### src/rtl/pmb_pkg.sv
package pmb_pkg;
  typedef enum logic [2:0] {
    PH_IDLE, PH_ADR1, PH_ADR2, PH_SETUP, PH_STRB, PH_TAIL
  } phase_t;

  localparam logic [1:0] MUX_NONE = 2'b00;
  localparam logic [1:0] MUX_HALF = 2'b01;
  localparam logic [1:0] MUX_TWO  = 2'b10;
  localparam logic [1:0] MUX_FULL = 2'b11;
  localparam logic [1:0] CS_ADDR  = 2'b10;
  localparam logic [1:0] IRQ_EACH = 2'b01;
endpackage

### src/rtl/pmb_seq.sv
module pmb_seq
  import pmb_pkg::*;
#(
  parameter int WS_W  = 2,
  parameter int WM_W  = 4,
  parameter int WH_W  = 2,
  parameter int CNT_W = 6
) (
  input  logic             clk,
  input  logic             rst,
  input  logic             start,
  input  logic             start_wr,
  input  logic [1:0]       mode,
  input  logic [WS_W-1:0]  wait_setup,
  input  logic [WM_W-1:0]  wait_strobe,
  input  logic [WH_W-1:0]  wait_hold,
  output phase_t           phase_d,
  output logic [CNT_W-1:0] cnt_d,
  output logic             wr_d,
  output logic             busy,
  output logic             done,
  output logic             cap
);
  phase_t           phase_q;
  phase_t           nx;
  logic [CNT_W-1:0] cnt_q;
  logic [CNT_W-1:0] setup_n;
  logic             wr_q;
  logic             accept;

  function automatic phase_t after(phase_t p, logic [1:0] m, logic has_setup);
    phase_t data_first;
    data_first = has_setup ? PH_SETUP : PH_STRB;
    case (p)
      PH_IDLE:  return (m == MUX_NONE) ? data_first : PH_ADR1;
      PH_ADR1:  return (m == MUX_TWO) ? PH_ADR2 : data_first;
      PH_ADR2:  return data_first;
      PH_SETUP: return PH_STRB;
      PH_STRB:  return PH_TAIL;
      default:  return PH_IDLE;
    endcase
  endfunction

  function automatic logic [CNT_W-1:0] span(phase_t p, logic [CNT_W-1:0] su,
                                            logic [WM_W-1:0] wm, logic [WH_W-1:0] wh);
    case (p)
      PH_ADR1, PH_ADR2: return CNT_W'(2);
      PH_SETUP:         return su - 1'b1;
      PH_STRB:          return CNT_W'(wm);
      PH_TAIL:          return CNT_W'(wh);
      default:          return '0;
    endcase
  endfunction

  always_comb begin
    accept  = start && !busy;
    wr_d    = accept ? start_wr : wr_q;
    setup_n = CNT_W'(wait_setup) + CNT_W'(wr_d);
    phase_d = phase_q;
    cnt_d   = cnt_q;
    nx      = PH_IDLE;
    if (accept) begin
      nx      = after(PH_IDLE, mode, setup_n != '0);
      phase_d = nx;
      cnt_d   = span(nx, setup_n, wait_strobe, wait_hold);
    end else if (phase_q != PH_IDLE) begin
      if (cnt_q == '0) begin
        nx      = after(phase_q, mode, setup_n != '0);
        phase_d = nx;
        cnt_d   = span(nx, setup_n, wait_strobe, wait_hold);
      end else begin
        cnt_d = cnt_q - 1'b1;
      end
    end
    done = (phase_q == PH_TAIL) && (cnt_q == '0);
    cap  = (phase_q == PH_STRB) && (cnt_q == '0) && !wr_q;
  end

  always_ff @(posedge clk) begin
    if (rst) begin
      phase_q <= PH_IDLE;
      cnt_q   <= '0;
      wr_q    <= 1'b0;
      busy    <= 1'b0;
    end else begin
      phase_q <= phase_d;
      cnt_q   <= cnt_d;
      wr_q    <= wr_d;
      busy    <= (phase_d != PH_IDLE) && !((phase_d == PH_TAIL) && (cnt_d == '0));
    end
  end

  // busy is low exactly in the final clock of a cycle
  p_busy_last_r4: assert property (@(posedge clk) disable iff (rst)
    (phase_q == PH_TAIL && cnt_q == '0) |-> !busy);
  // busy is high through every earlier clock of a cycle
  p_busy_mid_r4: assert property (@(posedge clk) disable iff (rst)
    (phase_q != PH_IDLE && !(phase_q == PH_TAIL && cnt_q == '0)) |-> busy);
endmodule

### src/rtl/pmb_pins.sv
module pmb_pins
  import pmb_pkg::*;
#(
  parameter int BUS_W = 16,
  parameter int CNT_W = 6
) (
  input  logic             clk,
  input  logic             rst,
  input  phase_t           phase_d,
  input  logic [CNT_W-1:0] cnt_d,
  input  logic             wr_d,
  input  logic [1:0]       mode,
  input  logic [BUS_W-1:0] addr_d,
  input  logic [BUS_W-1:0] data_d,
  input  logic [1:0]       cs_func,
  input  logic             addr_hi_en,
  input  logic             addr_lo_en,
  input  logic             rd_pin_en,
  input  logic             wr_pin_en,
  output logic [BUS_W-1:0] ad,
  output logic             ad_oe,
  output logic [BUS_W-1:0] addr_pins,
  output logic             ale,
  output logic             rd_act,
  output logic             wr_act,
  output logic             cs1_act,
  output logic             cs2_act
);
  localparam int HALF = BUS_W / 2;

  logic [BUS_W-1:0] ma;
  logic [BUS_W-1:0] ad_n;
  logic [BUS_W-1:0] ap_n;
  logic             in_adr;
  logic             in_data;
  logic             cs_on;

  always_comb begin
    ma = addr_d;
    if (cs_func == CS_ADDR) ma[BUS_W-1 -: 2] = 2'b00;
    if (!addr_hi_en) ma[BUS_W-1:HALF] = '0;
    if (!addr_lo_en) ma[HALF-1:0] = '0;
    in_adr  = (phase_d == PH_ADR1) || (phase_d == PH_ADR2);
    in_data = (phase_d == PH_SETUP) || (phase_d == PH_STRB) || (phase_d == PH_TAIL);
    cs_on   = (phase_d != PH_IDLE) && (cs_func == CS_ADDR);
    ad_n    = '0;
    if (phase_d == PH_ADR1)
      ad_n = (mode == MUX_FULL) ? ma : {{HALF{1'b0}}, ma[HALF-1:0]};
    else if (phase_d == PH_ADR2)
      ad_n = {{HALF{1'b0}}, ma[BUS_W-1:HALF]};
    else if (in_data && wr_d)
      ad_n = data_d;
    case (mode)
      MUX_NONE: ap_n = ma;
      MUX_HALF: ap_n = {ma[BUS_W-1:HALF], {HALF{1'b0}}};
      default:  ap_n = '0;
    endcase
  end

  always_ff @(posedge clk) begin
    if (rst) begin
      ad        <= '0;
      ad_oe     <= 1'b0;
      addr_pins <= '0;
      ale       <= 1'b0;
      rd_act    <= 1'b0;
      wr_act    <= 1'b0;
      cs1_act   <= 1'b0;
      cs2_act   <= 1'b0;
    end else begin
      ad        <= ad_n;
      ad_oe     <= in_adr || (in_data && wr_d);
      addr_pins <= ap_n;
      ale       <= in_adr && (cnt_d == CNT_W'(1));
      rd_act    <= (phase_d == PH_STRB) && !wr_d && rd_pin_en;
      wr_act    <= (phase_d == PH_STRB) && wr_d && wr_pin_en;
      cs1_act   <= cs_on && addr_d[BUS_W-2];
      cs2_act   <= cs_on && addr_d[BUS_W-1];
    end
  end

  // the two strobes never overlap
  p_one_strobe_r9: assert property (@(posedge clk) disable iff (rst)
    !(rd_act && wr_act));
  // the latch strobe only appears while the block drives the lines
  p_ale_driven_r5: assert property (@(posedge clk) disable iff (rst)
    ale |-> ad_oe);
endmodule

### src/rtl/pmb_addr.sv
module pmb_addr #(
  parameter int BUS_W = 16
) (
  input  logic             clk,
  input  logic             rst,
  input  logic             ld,
  input  logic [BUS_W-1:0] ld_val,
  input  logic             inc,
  output logic [BUS_W-1:0] addr_q,
  output logic [BUS_W-1:0] addr_d
);
  always_comb begin
    if (ld)       addr_d = ld_val;
    else if (inc) addr_d = addr_q + 1'b1;
    else          addr_d = addr_q;
  end

  always_ff @(posedge clk) begin
    if (rst) addr_q <= '0;
    else     addr_q <= addr_d;
  end
endmodule

### src/rtl/pmb_master.sv
module pmb_master
  import pmb_pkg::*;
#(
  parameter int BUS_W = 16,
  parameter int WS_W  = 2,
  parameter int WM_W  = 4,
  parameter int WH_W  = 2
) (
  input  logic             clk,
  input  logic             rst,
  input  logic             wr_en,
  input  logic [BUS_W-1:0] wr_data,
  input  logic             rd_en,
  output logic [BUS_W-1:0] data_out,
  input  logic             addr_ld,
  input  logic [BUS_W-1:0] addr_in,
  input  logic [1:0]       mux_mode,
  input  logic             wide,
  input  logic [WS_W-1:0]  wait_setup,
  input  logic [WM_W-1:0]  wait_strobe,
  input  logic [WH_W-1:0]  wait_hold,
  input  logic             rd_pol,
  input  logic             wr_pol,
  input  logic             cs1_pol,
  input  logic             cs2_pol,
  input  logic             rd_pin_en,
  input  logic             wr_pin_en,
  input  logic [1:0]       cs_func,
  input  logic             addr_hi_en,
  input  logic             addr_lo_en,
  input  logic             auto_inc,
  input  logic [1:0]       irq_mode,
  input  logic [BUS_W-1:0] bus_din,
  output logic [BUS_W-1:0] bus_ad,
  output logic             bus_ad_oe,
  output logic [BUS_W-1:0] bus_addr,
  output logic             bus_ale,
  output logic             bus_rd,
  output logic             bus_wr,
  output logic             bus_cs1,
  output logic             bus_cs2,
  output logic             busy,
  output logic             irq
);
  localparam int HALF  = BUS_W / 2;
  localparam int WMAX  = (WM_W > WS_W) ? ((WM_W > WH_W) ? WM_W : WH_W)
                                       : ((WS_W > WH_W) ? WS_W : WH_W);
  localparam int CNT_W = WMAX + 2;

  phase_t           phase_d;
  logic [CNT_W-1:0] cnt_d;
  logic             wr_d;
  logic             done;
  logic             cap;
  logic             start;
  logic [BUS_W-1:0] addr_q;
  logic [BUS_W-1:0] addr_d;
  logic [BUS_W-1:0] data_d;
  logic             rd_act;
  logic             wr_act;
  logic             cs1_act;
  logic             cs2_act;

  assign start = wr_en || rd_en;

  pmb_seq #(.WS_W(WS_W), .WM_W(WM_W), .WH_W(WH_W), .CNT_W(CNT_W)) u_seq (
    .clk(clk), .rst(rst), .start(start), .start_wr(wr_en), .mode(mux_mode),
    .wait_setup(wait_setup), .wait_strobe(wait_strobe), .wait_hold(wait_hold),
    .phase_d(phase_d), .cnt_d(cnt_d), .wr_d(wr_d), .busy(busy),
    .done(done), .cap(cap)
  );

  pmb_addr #(.BUS_W(BUS_W)) u_addr (
    .clk(clk), .rst(rst), .ld(addr_ld && !busy), .ld_val(addr_in),
    .inc(done && auto_inc), .addr_q(addr_q), .addr_d(addr_d)
  );

  always_comb begin
    data_d = data_out;
    if (wr_en && !busy)
      data_d = wide ? wr_data : {{HALF{1'b0}}, wr_data[HALF-1:0]};
    else if (cap)
      data_d = wide ? bus_din : {{HALF{1'b0}}, bus_din[HALF-1:0]};
  end

  always_ff @(posedge clk) begin
    if (rst) begin
      data_out <= '0;
      irq      <= 1'b0;
    end else begin
      data_out <= data_d;
      irq      <= done && (irq_mode == IRQ_EACH);
    end
  end

  pmb_pins #(.BUS_W(BUS_W), .CNT_W(CNT_W)) u_pins (
    .clk(clk), .rst(rst), .phase_d(phase_d), .cnt_d(cnt_d), .wr_d(wr_d),
    .mode(mux_mode), .addr_d(addr_d), .data_d(data_d), .cs_func(cs_func),
    .addr_hi_en(addr_hi_en), .addr_lo_en(addr_lo_en),
    .rd_pin_en(rd_pin_en), .wr_pin_en(wr_pin_en),
    .ad(bus_ad), .ad_oe(bus_ad_oe), .addr_pins(bus_addr), .ale(bus_ale),
    .rd_act(rd_act), .wr_act(wr_act), .cs1_act(cs1_act), .cs2_act(cs2_act)
  );

  assign bus_rd  = rd_pol  ? rd_act  : ~rd_act;
  assign bus_wr  = wr_pol  ? wr_act  : ~wr_act;
  assign bus_cs1 = cs1_pol ? cs1_act : ~cs1_act;
  assign bus_cs2 = cs2_pol ? cs2_act : ~cs2_act;

  // the completion pulse lasts a single clock
  p_irq_once_r13: assert property (@(posedge clk) disable iff (rst)
    irq |=> !irq);
  // chip selects do not move inside a cycle
  p_cs_hold_r7: assert property (@(posedge clk) disable iff (rst)
    (busy && $past(busy)) |-> ($stable(bus_cs1) && $stable(bus_cs2)));
endmodule

### config.mk
export PLATFORM = sky130hd
export DESIGN_NAME = pmb_master
export DESIGN_NICKNAME = d
export VERILOG_FILES = /design/src/rtl/pmb_pkg.sv /design/src/rtl/pmb_seq.sv /design/src/rtl/pmb_pins.sv /design/src/rtl/pmb_addr.sv /design/src/rtl/pmb_master.sv
export SDC_FILE = /design/constraint.sdc
export NUM_CORES = 1
export LEC_CHECK = 0
export ABC_AREA = 1
export ABC_CLOCK_PERIOD_IN_PS = 3650
export BUFFER_PORTS_ARGS = -buffer_cell sky130_fd_sc_hd__buf_2
export CAP_MARGIN = 10
export CORE_MARGIN = 2
export CORE_UTILIZATION = 39
export CTS_CLUSTER_DIAMETER = 200
export DETAILED_ROUTE_END_ITERATION = 6
export GPL_TIMING_DRIVEN = 0
export SLEW_MARGIN = 30
export SYNTH_ARGS = -nofsm -noshare
export SYNTH_HDL_FRONTEND = slang
export SYNTH_SLANG_ARGS = --single-unit
### constraint.sdc
create_clock -name clk -period 3.65 [get_ports clk]
set_clock_uncertainty 0.1 [all_clocks]
set_input_delay 0.365 -clock clk [delete_from_list [all_inputs] [get_ports clk]]
set_output_delay 0.365 -clock clk [all_outputs]
set_load 0.03 [all_outputs]
==> metrics.yaml <==
floorplan:
  rows: 39
  io_pins: 133
  core_sq_um: 11400
  start_util: 0.397
  die_h_microns: 112
  dieArea_sq_um: 12500
  die_w_microns: 112
power_and_ir_drop:
  p_leak_uw: 0.00292
  p_switching_uw: 2020
  p_per_area_nw_per_um2: 763
  irDropWorstVdd_uv: 340
  switching_share: 0.461
  seq_power_share: 0.273
  power.share.clock: 0.224
  pwr-share-comb: 0.502
  cellInternalPower_uw: 2360
  p_total_uw: 4380
routing:
  remaining_drc_errors: 0
  via_per_inst: 5.01
  wl_per_cell_microns: 14.5
  drt_first_iter_violations: 348
  num_vias: 4884
  routed_wl_microns: 14100
  antenna_left: 0
  firstDrtPassIters: 6
worst_setup_path:
  crit_path_start_kind: "flop"
  crit_path_start: "u_seq.busy$_SDFF_PP0_"
  crit_type: "reg -> reg"
  rrSetupSlack_ns: 0.31
  cp-end-kind: "flop"
  reg2reg_depth: 22
  r2r-end: "u_pins.ad[1]$_SDFF_PP0_"
  r2r_start: "u_seq.busy$_SDFF_PP0_"
  cp_max_fo: 10
  worst_ep_arrival_time_ns: 3.48
  crit_required_ns: 3.78
timing:
  holdWs_ns: 0.156
  timing.fmax_mhz: 299
  tightestPinTransition_ns: 0.603
  finalMaxSlewViolations: 0
  period_minus_slack_ns: 3.34
  maxSlewHeadroom: 0.598
  hold_violations: 0
  rsz0062_at_grt: "no"
  setup_viol: 0
  finalCritPeriodShare: 0.916
cts:
  clock_sinks: 82
  cts_hold_buf: 0
  cts_made_buffers: 9
  htreeDepth: 3
  clk_latency_ns: 0.34
  clk_transition_reported_paths_ns: 0.06
  tritoncts: "built"
  root_buffer: "clkbuf_16"
  clockBufferDepth: 2
final_layout:
  fill_cells: 1189
  area_growth_pct: 27.0
  insertedDiodeCount: 0
  drive_gt1_frac: 0.233
  fin_area_sq_um: 5740
  layout.nets: 912
  stdcell_count: 975
synth:
  netlist_instances: 684
  yosysWarningCount: 0
  synth_cell_types: 42
  syn_area_per_cell_sq_um: 6.60
  synth_top_flop_cell: "dfxtp_1"
  synth.top_cells.by_area: "dfxtp_1 36%, nand2_1 12%, nor2_1 8.6%"
  ys_ff_latch: 82
  ys_async_sr_fraction: 0
  synth_area_sq_um: 4520
  synth_largest_area_cell: "dfxtp_1"
  ys_seq_area_frac: 0.363
  synth-edff-count: 0
  synth_nets: 769
  synth_top_area_share: 0.363
global_routing:
  grt_pass1_vias: 4689
  antenna_found_initial: 0
  grt_overflow_total: 0
  grt_pass1_wl_microns: 22800
  gr-usage-all-layers: 0.228
  grt_max_degree: 16
hold_path:
  whs_endpoint: "u_pins.wr_act$_SDFF_PP0_"
  hold_start: "wr_pin_en"
  min_path_cells: 3
  hp-class: "in -> reg"
placement:
  dp_cells: 958
  globalplace.congestion: 0.944
  io_buffers: 131
  dp_hpwl_microns: 11300
  placed_cell_area_sq_um: 5350
outcome:
  status: "complete, no violations"
job:
  maxCapViolations: 0
state kept, by name, summed over array words and instances (netlist names), 3 cells and up:
register	flops
u_seq.cnt_q	6
u_pins.addr_pins	16
u_addr.addr_q	16
u_seq.phase_q	3
data_out	16
u_pins.ad	16
kinds of logic (layout without fill, tap and decap cells):
| kind of cell | after synthesis | after routing | synth area share |
|---|---|---|---|
| xor+xnor | 15 | 15 | 0.0332 |
| compound gates | 113 | 113 | 0.143 |
| simple gates | 348 | 348 | 0.330 |
| mux | 2 | 2 | 0.00443 |
| fa+ha+maj | 8 | 8 | 0.0222 |
| flops | 82 | 82 | 0.363 |
| buf+inv | 116 | 264 | 0.103 |
routing by layer:
metal | share of wire | global-route usage | up-vias
li1 | - | - | 2485
met1 | 0.46 | 0.290 | 2218
met2 | 0.47 | 0.385 | 150
met3 | 0.045 | 0.0338 | 31
met4 | 0.031 | 0.104 | 0
met5 | 0 | 0 | -
stage by stage:
step | setup WS, ns | util | TNS [ns]
6_report | 0.306 | 0.505 | 0
3_3_place_gp | -0.439 | 0.471 | -6.61
4_1_cts | 0.0145 | 0.501 | 0
2_1_floorplan | 0.209 | - | 0
5_1_grt | 0.00909 | 0.505 | 0
3_5_place_dp | -0.419 | 0.471 | -6.72
layout by cell type (no fill, tap or decap), types with 3 or more instances in the layout:
cell and count:
clkbuf_1 10, nand2_1 148, inv_2 6, nand2_2 6, nor2_1 100, o31ai_1 8, nand3_1 52, dfxtp_1 81
nand3b_1 3, nand4_1 4, ha_1 8, buf_1 3, o22ai_1 8, buf_4 5, clkbuf_16 9, o211ai_1 9
inv_1 85, nor2_2 5, a21oi_1 32, o21ai_0 30, o21ai_1 12, nor3_1 18, or2_2 5, xnor2_1 4
xor2_1 10, buf_2 134
cells in the mapped netlist, types with 2 or more instances:
cell        n
ha_1        8
nand3_1    52
buf_4       3
inv_2       6
o21ai_0    30
nor3_1     18
buf_6       2
buf_2       3
a21oi_1    35
nor2_1    103
o21bai_1    2
dfxtp_1    82
nand2_1   150
xor2_1     10
inv_1      86
nand4_1     4
clkbuf_1   11
o21ai_1    13
a22oi_1     2
buf_1       3
mux2i_1     2
o211ai_1    9
nand2_2     4
o21a_1      2
nor2_2      4
nand3b_1    3
or2_2       5
o22ai_1     8
xnor2_1     4
o31ai_1     8
worst max-delay path by stage:
stage	end	slack, ns
5_1_grt	u_pins.ad[1]$_SDFF_PP0_	0.009
6_report	u_pins.ad[1]$_SDFF_PP0_	0.31
4_1_cts	u_pins.ad[0]$_SDFF_PP0_	0.01
3_3_place_gp	u_pins.ale$_SDFF_PP0_	-0.44
3_5_place_dp	u_pins.ale$_SDFF_PP0_	-0.42
2_1_floorplan	u_pins.ad[1]$_SDFF_PP0_	0.21
critical path: stages (launching register included):
cell and delay [ns]:
dfxtp_2 0.35, inv_2 0.11, nand2_1 0.10, a21oi_4 0.16, inv_1 0.09, ha_1 0.20, inv_1 0.06, ha_1 0.21
inv_1 0.08, ha_1 0.16, nand2_1 0.16, nand3_1 0.18, o21ai_1 0.11, nor2_1 0.17, nand2_1 0.12, nand2_1 0.08
nand2_1 0.06, nor2_1 0.18, nor2_2 0.10, nand2_1 0.11, buf_6 0.15, nor2_1 0.05, o21a_1 0.15
power by group through the flow:
stage | Combinational, uW | Clock [uW] | Sequential (uW)
global route | 2450 | 1040 | 1210
floorplan | 1400 | 0 | 1350
finish | 2200 | 981 | 1200
CTS | 2150 | 1000 | 1190
global placement | 2100 | 0 | 1200
detailed placement | 2120 | 0 | 1200
what timing repair did:
item / 4_1_cts / 5_1_grt
buffers inserted: 0 / 2
gates resized for setup: 4 / 12
hold endpoints to repair: 0 / 0
pin swaps: 0 / 2
endpoints found under the setup margin: 20 / 24
layout make-up:
cell class / instances / area [sq um] / share of cell area
plain buffers: 21 / 109 / 0.0190
clock buffers: 9 / 225 / 0.0392
clock inverters: 7 / 101 / 0.0177
inverters: 94 / 357 / 0.0621
multi-input cells: 486 / 2450 / 0.428
flip-flops and latches: 82 / 1640 / 0.286
well taps: 143 / 179 / 0.0312
repair buffers: 133 / 671 / 0.117
No activity file was read; power rests on OpenSTA's default activity.
